<file path="src/rtl/ct_flit_pkg.sv">
package ct_flit_pkg;
  typedef enum logic [1:0] {
    FK_HEAD = 2'b00,
    FK_BODY = 2'b01,
    FK_TAIL = 2'b10,
    FK_SOLO = 2'b11
  } flit_kind_e;
endpackage

</file>
<file path="src/rtl/ct_rr_pick.sv">
module ct_rr_pick #(
  parameter int N  = 4,
  parameter int IW = 2
) (
  input  logic          clk,
  input  logic          rst,
  input  logic [N-1:0]  req,
  input  logic          adv,
  output logic          gnt_any,
  output logic [IW-1:0] gnt_idx
);
  logic [IW-1:0] ptr;

  always_comb begin
    gnt_any = 1'b0;
    gnt_idx = '0;
    for (int k = 0; k < N; k++) begin
      int unsigned c;
      c = int'(ptr) + k;
      if (c >= N) c = c - N;
      if (!gnt_any && req[c]) begin
        gnt_any = 1'b1;
        gnt_idx = IW'(c);
      end
    end
  end

  always_ff @(posedge clk) begin
    if (rst) begin
      ptr <= '0;
    end else if (adv) begin
      ptr <= (int'(gnt_idx) == N - 1) ? '0 : gnt_idx + 1'b1;
    end
  end
endmodule

</file>
<file path="src/rtl/ct_port_track.sv">
module ct_port_track
  import ct_flit_pkg::*;
#(
  parameter int PAY_W = 8,
  parameter int DST_W = 2
) (
  input  logic             clk,
  input  logic             rst,
  input  logic             xfer,
  input  flit_kind_e       kind,
  input  logic [PAY_W-1:0] payload,
  output logic             busy,
  output logic [DST_W-1:0] route,
  output logic             sum_err
);
  logic [PAY_W-1:0] run_sum;

  always_ff @(posedge clk) begin
    if (rst) begin
      busy    <= 1'b0;
      route   <= '0;
      run_sum <= '0;
      sum_err <= 1'b0;
    end else begin
      sum_err <= 1'b0;
      if (xfer) begin
        if (!busy) begin
          if (kind == FK_HEAD) begin
            busy    <= 1'b1;
            route   <= payload[DST_W-1:0];
            run_sum <= payload;
          end
        end else if (kind == FK_TAIL) begin
          busy    <= 1'b0;
          sum_err <= (run_sum != payload);
        end else begin
          run_sum <= run_sum ^ payload;
        end
      end
    end
  end
endmodule

</file>
<file path="src/rtl/ct_out_lane.sv">
module ct_out_lane
  import ct_flit_pkg::*;
#(
  parameter int NUM_IN = 4,
  parameter int FLIT_W = 10,
  parameter int SRC_W  = 2
) (
  input  logic                     clk,
  input  logic                     rst,
  input  logic [NUM_IN-1:0]        in_valid,
  input  logic [NUM_IN*FLIT_W-1:0] in_flit,
  input  logic [NUM_IN-1:0]        hdr_req,
  input  logic                     out_ready,
  output logic                     out_valid,
  output logic [FLIT_W-1:0]        out_flit,
  output logic [NUM_IN-1:0]        accept_from
);
  logic              locked;
  logic [SRC_W-1:0]  owner;
  logic              gnt_any;
  logic [SRC_W-1:0]  gnt_idx;
  logic [SRC_W-1:0]  sel_idx;
  logic              sel_live;
  logic              room;
  logic              take;
  logic [FLIT_W-1:0] sel_flit;
  flit_kind_e        sel_kind;
  logic [NUM_IN-1:0] arb_req;
  logic              arb_adv;

  assign arb_req = hdr_req & {NUM_IN{~locked}};
  assign arb_adv = take & ~locked;

  ct_rr_pick #(.N(NUM_IN), .IW(SRC_W)) u_arb (
    .clk     (clk),
    .rst     (rst),
    .req     (arb_req),
    .adv     (arb_adv),
    .gnt_any (gnt_any),
    .gnt_idx (gnt_idx)
  );

  always_comb begin
    room     = !out_valid || out_ready;
    sel_idx  = locked ? owner : gnt_idx;
    sel_live = locked ? in_valid[sel_idx] : gnt_any;
    take     = sel_live && room;
    sel_flit = in_flit[sel_idx*FLIT_W +: FLIT_W];
    sel_kind = flit_kind_e'(sel_flit[FLIT_W-1 -: 2]);
    accept_from = '0;
    if ((locked || gnt_any) && room) accept_from[sel_idx] = 1'b1;
  end

  always_ff @(posedge clk) begin
    if (rst) begin
      locked    <= 1'b0;
      owner     <= '0;
      out_valid <= 1'b0;
      out_flit  <= '0;
    end else begin
      out_valid <= take | (out_valid & ~out_ready);
      if (take) out_flit <= sel_flit;
      if (!locked && take && sel_kind == FK_HEAD) begin
        locked <= 1'b1;
        owner  <= gnt_idx;
      end else if (locked && take && sel_kind == FK_TAIL) begin
        locked <= 1'b0;
      end
    end
  end
endmodule

</file>
<file path="src/rtl/ct_flit_switch.sv">
module ct_flit_switch
  import ct_flit_pkg::*;
#(
  parameter int NUM_IN  = 4,
  parameter int NUM_OUT = 4,
  parameter int PAY_W   = 8
) (
  input  logic                              clk,
  input  logic                              rst,
  input  logic [NUM_IN-1:0]                 in_valid,
  output logic [NUM_IN-1:0]                 in_ready,
  input  logic [NUM_IN*(PAY_W+2)-1:0]       in_flit,
  output logic [NUM_OUT-1:0]                out_valid,
  input  logic [NUM_OUT-1:0]                out_ready,
  output logic [NUM_OUT*(PAY_W+2)-1:0]      out_flit,
  output logic [NUM_IN-1:0]                 sum_err
);
  localparam int FLIT_W = PAY_W + 2;
  localparam int DST_W  = (NUM_OUT > 1) ? $clog2(NUM_OUT) : 1;
  localparam int SRC_W  = (NUM_IN > 1) ? $clog2(NUM_IN) : 1;

  flit_kind_e        kind     [NUM_IN];
  logic [PAY_W-1:0]  payload  [NUM_IN];
  logic [DST_W-1:0]  dst      [NUM_IN];
  logic [DST_W-1:0]  route    [NUM_IN];
  logic [NUM_IN-1:0] busy;
  logic [NUM_IN-1:0] path_kind;
  logic [NUM_IN-1:0] wants_path;
  logic [NUM_IN-1:0] xfer;
  logic [NUM_IN-1:0] acc_from [NUM_OUT];

  for (genvar i = 0; i < NUM_IN; i++) begin : g_in
    assign kind[i]       = flit_kind_e'(in_flit[i*FLIT_W+PAY_W +: 2]);
    assign payload[i]    = in_flit[i*FLIT_W +: PAY_W];
    assign dst[i]        = payload[i][DST_W-1:0];
    assign path_kind[i]  = (kind[i] == FK_HEAD) || (kind[i] == FK_SOLO);
    assign wants_path[i] = in_valid[i] && !busy[i] && path_kind[i];
    assign xfer[i]       = in_valid[i] && in_ready[i];

    ct_port_track #(.PAY_W(PAY_W), .DST_W(DST_W)) u_track (
      .clk     (clk),
      .rst     (rst),
      .xfer    (xfer[i]),
      .kind    (kind[i]),
      .payload (payload[i]),
      .busy    (busy[i]),
      .route   (route[i]),
      .sum_err (sum_err[i])
    );
  end

  for (genvar o = 0; o < NUM_OUT; o++) begin : g_out
    logic [NUM_IN-1:0] req_here;

    always_comb begin
      for (int i = 0; i < NUM_IN; i++) begin
        req_here[i] = wants_path[i] && (dst[i] == DST_W'(o));
      end
    end

    ct_out_lane #(.NUM_IN(NUM_IN), .FLIT_W(FLIT_W), .SRC_W(SRC_W)) u_lane (
      .clk         (clk),
      .rst         (rst),
      .in_valid    (in_valid),
      .in_flit     (in_flit),
      .hdr_req     (req_here),
      .out_ready   (out_ready[o]),
      .out_valid   (out_valid[o]),
      .out_flit    (out_flit[o*FLIT_W +: FLIT_W]),
      .accept_from (acc_from[o])
    );
  end

  always_comb begin
    for (int i = 0; i < NUM_IN; i++) begin
      if (busy[i])           in_ready[i] = acc_from[route[i]][i];
      else if (path_kind[i]) in_ready[i] = acc_from[dst[i]][i];
      else                   in_ready[i] = 1'b1;
    end
  end
endmodule

</file>
<file path="config.mk">
export PLATFORM = sky130hd
export DESIGN_NAME = ct_flit_switch
export DESIGN_NICKNAME = d
export VERILOG_FILES = /design/src/rtl/ct_flit_pkg.sv /design/src/rtl/ct_rr_pick.sv /design/src/rtl/ct_port_track.sv /design/src/rtl/ct_out_lane.sv /design/src/rtl/ct_flit_switch.sv
export SDC_FILE = /design/constraint.sdc
export NUM_CORES = 1
export LEC_CHECK = 0
export BUFFER_PORTS_ARGS = -buffer_cell sky130_fd_sc_hd__buf_2
export CAP_MARGIN = 20
export CORE_ASPECT_RATIO = 0.75
export CORE_UTILIZATION = 41
export DETAILED_ROUTE_END_ITERATION = 7
export PLACE_DENSITY_LB_ADDON = 0.05
export SLEW_MARGIN = 20
export SYNTH_ARGS = -nofsm -noshare
export SYNTH_HDL_FRONTEND = slang
export SYNTH_HIERARCHICAL = 1
export SYNTH_SLANG_ARGS = --single-unit
</file>
<file path="constraint.sdc">
create_clock -name clk -period 5.6 [get_ports clk]
set_input_delay 1.12 -clock clk [delete_from_list [all_inputs] [get_ports clk]]
set_output_delay 1.12 -clock clk [all_outputs]
set_load 0.02 [all_outputs]
</file>
==> metrics.txt, run 1 <==
post-route clock period utilization=95.53%; status=complete, no violations; R2R depth=13; fin util=48.38%; Post-synth EDFFs=0; post-route ant nets=0; Post-Syn Nets=1095; DR vias/cell=5.888; max_slew headroom=30.18%; Max Fclk=186.9 MHz; Die ar.=approximately 23000 um^2; CP max stage cell=mux4_2; hold bufs inserted after CTS=0; layout cells sized above 1=a little under a third; R2R Setup Slk=1600 ps; core area=21530 um^2; Initial Util=a little over two fifths; Die W=174.6 um; VDD IR max=155.4 uV; drc violations=0; sequential area share after synthesis=between 20% and 30%; Max Cap Viol=0; CP arrival=between 4000 and 5000 ps; RR Endpoint=g_in[1].u_track/run_sum[7]; Crit path largest cell delay=about 470 ps; Worst EP required=around 4500 ps; Slew Viols, Final=0; ANT cells=0; pin count of the biggest net entering global routing=between 60 and 70; Die H=131.5 um; Netlist cell types=63; total number of vias=8479; Worst-Skew Late Latency=360 ps; PwrDens=between 200 and 300 nW/um^2; cell count along the critical path=14; Synth async-reset ratio=0%; row cnt=46; WL/cell=20.98 um; kind of critical path=in2out; most frequent cell after synthesis=dfxtp_1; RePlAce Congestion=0.8860; Yosys top cell area share=24.47%; Critical Path Fanout Max=5; HPWL Detailed=21240 um; RSZ-0062 raised after global routing=false; GRT overflow=0; vias in the first global route=7907; Hold EP=g_out[1].u_lane/out_flit[2]; post-route setup TNS=0 ps; clock buffer count from CTS=9; commonest cells in the netlist=112 x dfxtp_1, 88 x nand2_1, 57 x mux2i_1, 51 x a21oi_1, 48 x nor3b_1; Crit Reg-Reg Startpoint=g_out[3].u_lane/locked; post-synthesis area per instance=8.775 um^2; Post-Place Cells=1425; Worst-Margin Slew=1045 ps; Root Driver=clkbuf_16; Hold Path Origin=g_out[1].u_lane/out_flit[2]; cell family with most CP delay=simple AND/OR/NAND/NOR gates; Synth Flop Type=dfxtp_1; Synth area leaders=dfxtp_1 24%, mux2i_1 6.2%, mux2_2 4.9%, nor3b_1 3.9%, nand2_1 3.6%; Bufs and invs on worst path=3; nets=~1.2k; Cell Area, Synth=9161 um^2; Port Buffers=a little over 100; Routed WL=30210 um; Hold Path Class=reg2reg; Sink Count=~110; CP Cell Sequence=buf_2, xor2_1, nor2_1, and4bb_2, nor2b_1, a221o_1, a21oi_4, mux2i_2, buf_4, and3_1, mux4_2, nor3_2, nor2_1, buf_2; Ports=102; Clock Skew=5.021 ps; shortest period the worst path allows=about 5300 ps; Layout Cells excl Fill=1440; clk slew on worst S/H paths=approximately 70 ps; Yosys warnings=6; Synth Instances=around 1.0k; Worst Hold Depth=2; initial DRC count=660; clock tree buffer depth=2; initial antenna violation count=3; DR pass1 iterations=5; first-pass GRT wire length=46750 um; flop and latch count out of synthesis=approximately 110; Design Power=around 2800 uW; Lkg Pwr=0.004052 uW; Synth-to-Final Area Change=13.67%; setup violators final=0; Fin. Hold Viols=0; GRT Resource Usage Total=26.25%; CTS tree=yes; CP Launch Type=input pin; Yosys top cell by area=dfxtp_1; Setup crit end kind=output pin; htree depth=3
==> repair_timing <==
action,4_1_cts,5_1_grt
resized for setup,0,4
endpoints found under the setup margin,0,3
buffers inserted,0,0
==> final cells by class <==
type,count,area [um^2]
inverter,22,82.58
timing repair buffer,161,983.4
tap,288,360.3
clock buffer,12,246.5
fill,2149,11110
sequential,112,2242
clock inverter,3,42.54
multi-input combinational,842,6456
==> cells by family (layout without fill, tap and decap cells) <==
logic type / after synthesis / after routing / share of synthesized area (%)
and+or+nand+nor: 427 / 427 / 31.03
AOI/OAI and AO/OA: 254 / 254 / 18.92
muxes: 121 / 121 / 16.28
DFF: 112 / 112 / 24.47
buffers and inverters: 90 / 198 / 5.436
xor gates and xnor gates: 39 / 39 / 3.729
adders and majority gates: 1 / 1 / 0.1366
==> power breakdown <==
group / switching, uW / total [uW] / internal (uW)
logic: 671 / 1110 / 441
registers: 97.2 / 980 / 883
clock network: 310 / 667 / 357
==> sequential cells by signal, indices dropped and copies added, names as in the netlist, named ones only <==
| name | cells |
|---|---|
| g_in.u_track/run_sum | 32 |
| g_out.u_lane/out_valid | 4 |
| g_out.u_lane/locked | 4 |
| g_in.u_track/route | 8 |
| g_out.u_lane/out_flit | 40 |
| g_in.u_track/sum_err | 4 |
| g_out.u_lane/owner | 8 |
| g_out.u_lane/u_arb/ptr | 8 |
==> layer usage <==
layer	routed length, um	share of wire, %	GRT usage (%)	vias up
li1	-	-	-	4104
met1	15230	50	40.04	4080
met2	12570	42	37.87	260
met3	1960	6.5	4.282	35
met4	458	1.5	6.087	0
met5	0	0	0	-
==> worst max path at each step <==
stage / startpoint / to / slack (ps)
2_1_floorplan: in_flit[19] / in_ready[2] / 680
3_3_place_gp: in_flit[19] / in_ready[2] / 170
3_5_place_dp: in_flit[19] / in_ready[2] / 130
4_1_cts: in_flit[19] / in_ready[2] / 120
5_1_grt: in_flit[39] / in_ready[2] / 40
6_report: in_flit[29] / in_ready[0] / 250
==> through the flow <==
step	area, um^2	setup slack (ps)	hold WS, ps
after floorplan	9161	684.8	474.4
after global placement	10110	165.1	451.3
after detailed placement	10110	125.3	454.2
after CTS	10400	121.8	465.6
after global routing	10410	44.28	478.4
final	10410	250.3	463.2
==> worst register-to-register path, stage by stage, from the launching register on <==
cell and delay (ps):
dfxtp_1 920, nor2b_1 180, nor2b_1 210, a2111oi_2 380, or2_1 200, mux2i_2 120, nor3b_1 350, mux4_2 340
nor3_2 60, nor3b_2 180, buf_4 270, or4b_1 450, a21oi_1 150, nor4_1 60
==> cells in the final DEF, fill, tap and decap left out, types with 24 or more instances in the layout <==
cell type and instances:
nor3b_1 44, buf_2 100, o21ai_1 43, buf_4 59, nor2b_1 24, xor2_1 35, or4b_1 28, dfxtp_1 112
a31oi_1 28, a21oi_2 27, nand2b_1 44, nor2_1 42, a21oi_1 51, nor4_1 36, nand2_1 88, o211ai_1 32
mux2_2 40, mux2i_1 57
Power figures use the tool's default switching activity.
==> inputs of run 2 (changes only) <==
--- a/config.mk
+++ b/config.mk
@@ -7,6 +7,8 @@
 export LEC_CHECK = 0
 export BUFFER_PORTS_ARGS = -buffer_cell sky130_fd_sc_hd__buf_2
 export CAP_MARGIN = 20
+export CELL_PAD_IN_SITES_DETAIL_PLACEMENT = 0
+export CELL_PAD_IN_SITES_GLOBAL_PLACEMENT = 1
 export CORE_ASPECT_RATIO = 0.75
 export CORE_UTILIZATION = 41
 export DETAILED_ROUTE_END_ITERATION = 7
==> constraint.sdc (replaced) <==
create_clock -name clk -period 6.6 [get_ports clk]
set_input_delay 1.32 -clock clk [delete_from_list [all_inputs] [get_ports clk]]
set_output_delay 1.32 -clock clk [all_outputs]
set_load 0.02 [all_outputs]
==> run 2 against run 1 <==
Global-route usage is 0.10 points higher; sequential power is 14% lower; clock skew is 6.9 ps higher; first-iteration DRC count is 12% higher; via count is 1.5% lower; setup slack better by 220 ps; clock power is 16% lower; sequential cell count stayed put; routed wire length is 0.69% higher; core utilization is 0.90 points lower; sequential share of layout area is 0.41 points higher; largest cell class unchanged; highest routed layer unchanged.
==> metrics.txt, run 2 (synthesized netlist as in run 1, its figures left out) <==
switching portion of total power=40.19%; HPWL Detailed=21080 um; part of the power in registers=approximately 36%; VDD IR max=123.7 uV; clk slew on worst S/H paths=80 ps; shortest period the worst path allows=6133 ps; Hold Path Class=reg2reg; Critical Path Fanout Max=21; Ports=~100; max_slew headroom=a little over a third; clock tree buffer depth=2; Top reg by flops=g_out.u_lane/out_flit; Die H=131.5 um; Die W=174.6 um; Max Cap Viol=0; Worst-Skew Late Latency=370 ps; Worst Hold Depth=2; core area=21530 um^2; CTS tree=yes; biggest regs=g_out.u_lane/out_flit x40, g_in.u_track/run_sum x32; hold bufs inserted after CTS=0; layout cells sized above 1=between 20 and 30%; CP max stage cell=mux4_2; WL/cell=~21 um; Crit path largest cell delay=540 ps; Die ar.=22950 um^2; Synth-to-Final Area Change=11.55%; nets=1176; cell internal pwr=1388 uW; vias in the first global route=between 7k and 8k; initial DRC count=738; # Post-CTS Setup Buffers=0; Net Sw Power=a little over 900 uW; drc violations=0; clock buffer count from CTS=9; Worst EP required=roughly 5300 ps; GRT Resource Usage Total=26.35%; Clock Skew=roughly 12 ps; Slew Viols, Final=0; post-CTS sizing=0; Routed WL=30420 um; post-route setup TNS=0 ps; Fin Hold WS=470.0 ps; GRT overflow=0; Initial Util=between 40% and 50%; Root Driver=clkbuf_16; CP Cell Sequence=buf_2, xor2_1, nor2_1, and4_2, nor2b_1, a21o_1, a21oi_1, o22a_1, mux2i_4, nor3b_1, mux4_2, nor3_2, nor2_1, buf_2; status=complete, no violations; DR pass1 iterations=5; RSZ-0062 raised after global routing=false; R2R depth=16; CP arrival=slightly below 5000 ps; DR vias/cell=between 5 and 6; number of flip-flops in the largest register=40; Fin. Hold Viols=0; PwrDens=227.1 nW/um^2; kind of critical path=in2out; total number of vias=between 8k and 9k; most frequent cells in the layout=112 x dfxtp_1, 100 x buf_2, 88 x nand2_1, 57 x mux2i_1, 51 x a21oi_1; row cnt=46; Worst-Margin Slew=around 950 ps; htree depth=3; initial antenna violation count=0; ANT cells=0; pin count of the biggest net entering global routing=68; Logic pwr share=39.7%; Setup crit end kind=output pin; clock power share=24.1%; most common cell after layout, fill and taps aside=dfxtp_1; post-route clock period utilization=92.93%; Port Buffers=101; Lkg Pwr=0.003945 uW; setup violators final=0; Max Fclk=between 150 and 200 MHz; CP Launch Type=input pin; Sink Count=112; first-pass GRT wire length=46800 um; post-route ant nets=0; RePlAce Congestion=0.8514
[run 2: cell types whose count changed in the layout (fill, tap and decap cells not counted), moves of 2 or more]
| cell | before | now |
|---|---|---|
| nor2_1 | 42 | 44 |
| clkbuf_1 | 2 | 0 |
| clkinv_4 | 0 | 3 |
| nor2_2 | 2 | 0 |
| buf_4 | 59 | 37 |
[run 2: through the flow]
stage                     util, %  cell area [um^2]  total power, uW  worst slack, ps  cells
final                       47.48             10220             2321            466.5   1418
after detailed placement    46.11              9925             1766            523.9   1402
after global placement      46.11              9925             1768            567.5   1402
after global routing        47.48             10220             2447            233.3   1418
after CTS                   47.47             10220             2334            521.1   1418
after floorplan                 -              9161             1502             1285   1044
[run 2: final cells by class]
type,instances,area (um^2)
repair buffers,138,798.3
flip-flops and latches,112,2242
clock inverters,5,40.04
fillers,2141,11310
clock buffers,11,252.7
multi-input cells,842,6444
inverters,22,82.58
well taps,288,360.3
[run 2: worst paths after layout]
| path | from | endpoint | slack [ps] |
|---|---|---|---|
| worst min register to register | g_out[1].u_lane/out_flit[2] | g_out[1].u_lane/out_flit[2] | 470 |
| worst max register to register | flop | g_in[1].u_track/run_sum[7] | 1770 |
| worst max-delay path | in_flit[19] | in_ready[2] | 470 |
| worst min-delay path | g_out[1].u_lane/out_flit[2] | g_out[1].u_lane/out_flit[2] | 470 |
[run 2: per-layer routing]
layer	GRT usage (%)	part of all wire, %	vias up
met3	4.456	6.0	28
met2	36.56	41	262
met4	5.652	1.5	0
li1	-	-	4076
met5	0	0	-
met1	41.43	51	3990
[run 2: power by group through the flow]
| stage | Sequential [uW] | Combinational, uW | Clock [uW] |
|---|---|---|---|
| final | 841 | 922 | 559 |
| after detailed placement | 853 | 912 | 0 |
| after global placement | 854 | 914 | 0 |
| after global routing | 853 | 993 | 601 |
| after floorplan | 863 | 639 | 0 |
| after CTS | 839 | 916 | 579 |
[run 2: worst max-delay path: cells and delay by family]
kind	cells	cell delay, ps
buf+inv	2	280
mux	2	1070
compound gates	3	490
xor+xnor	1	190
simple gates	6	1460
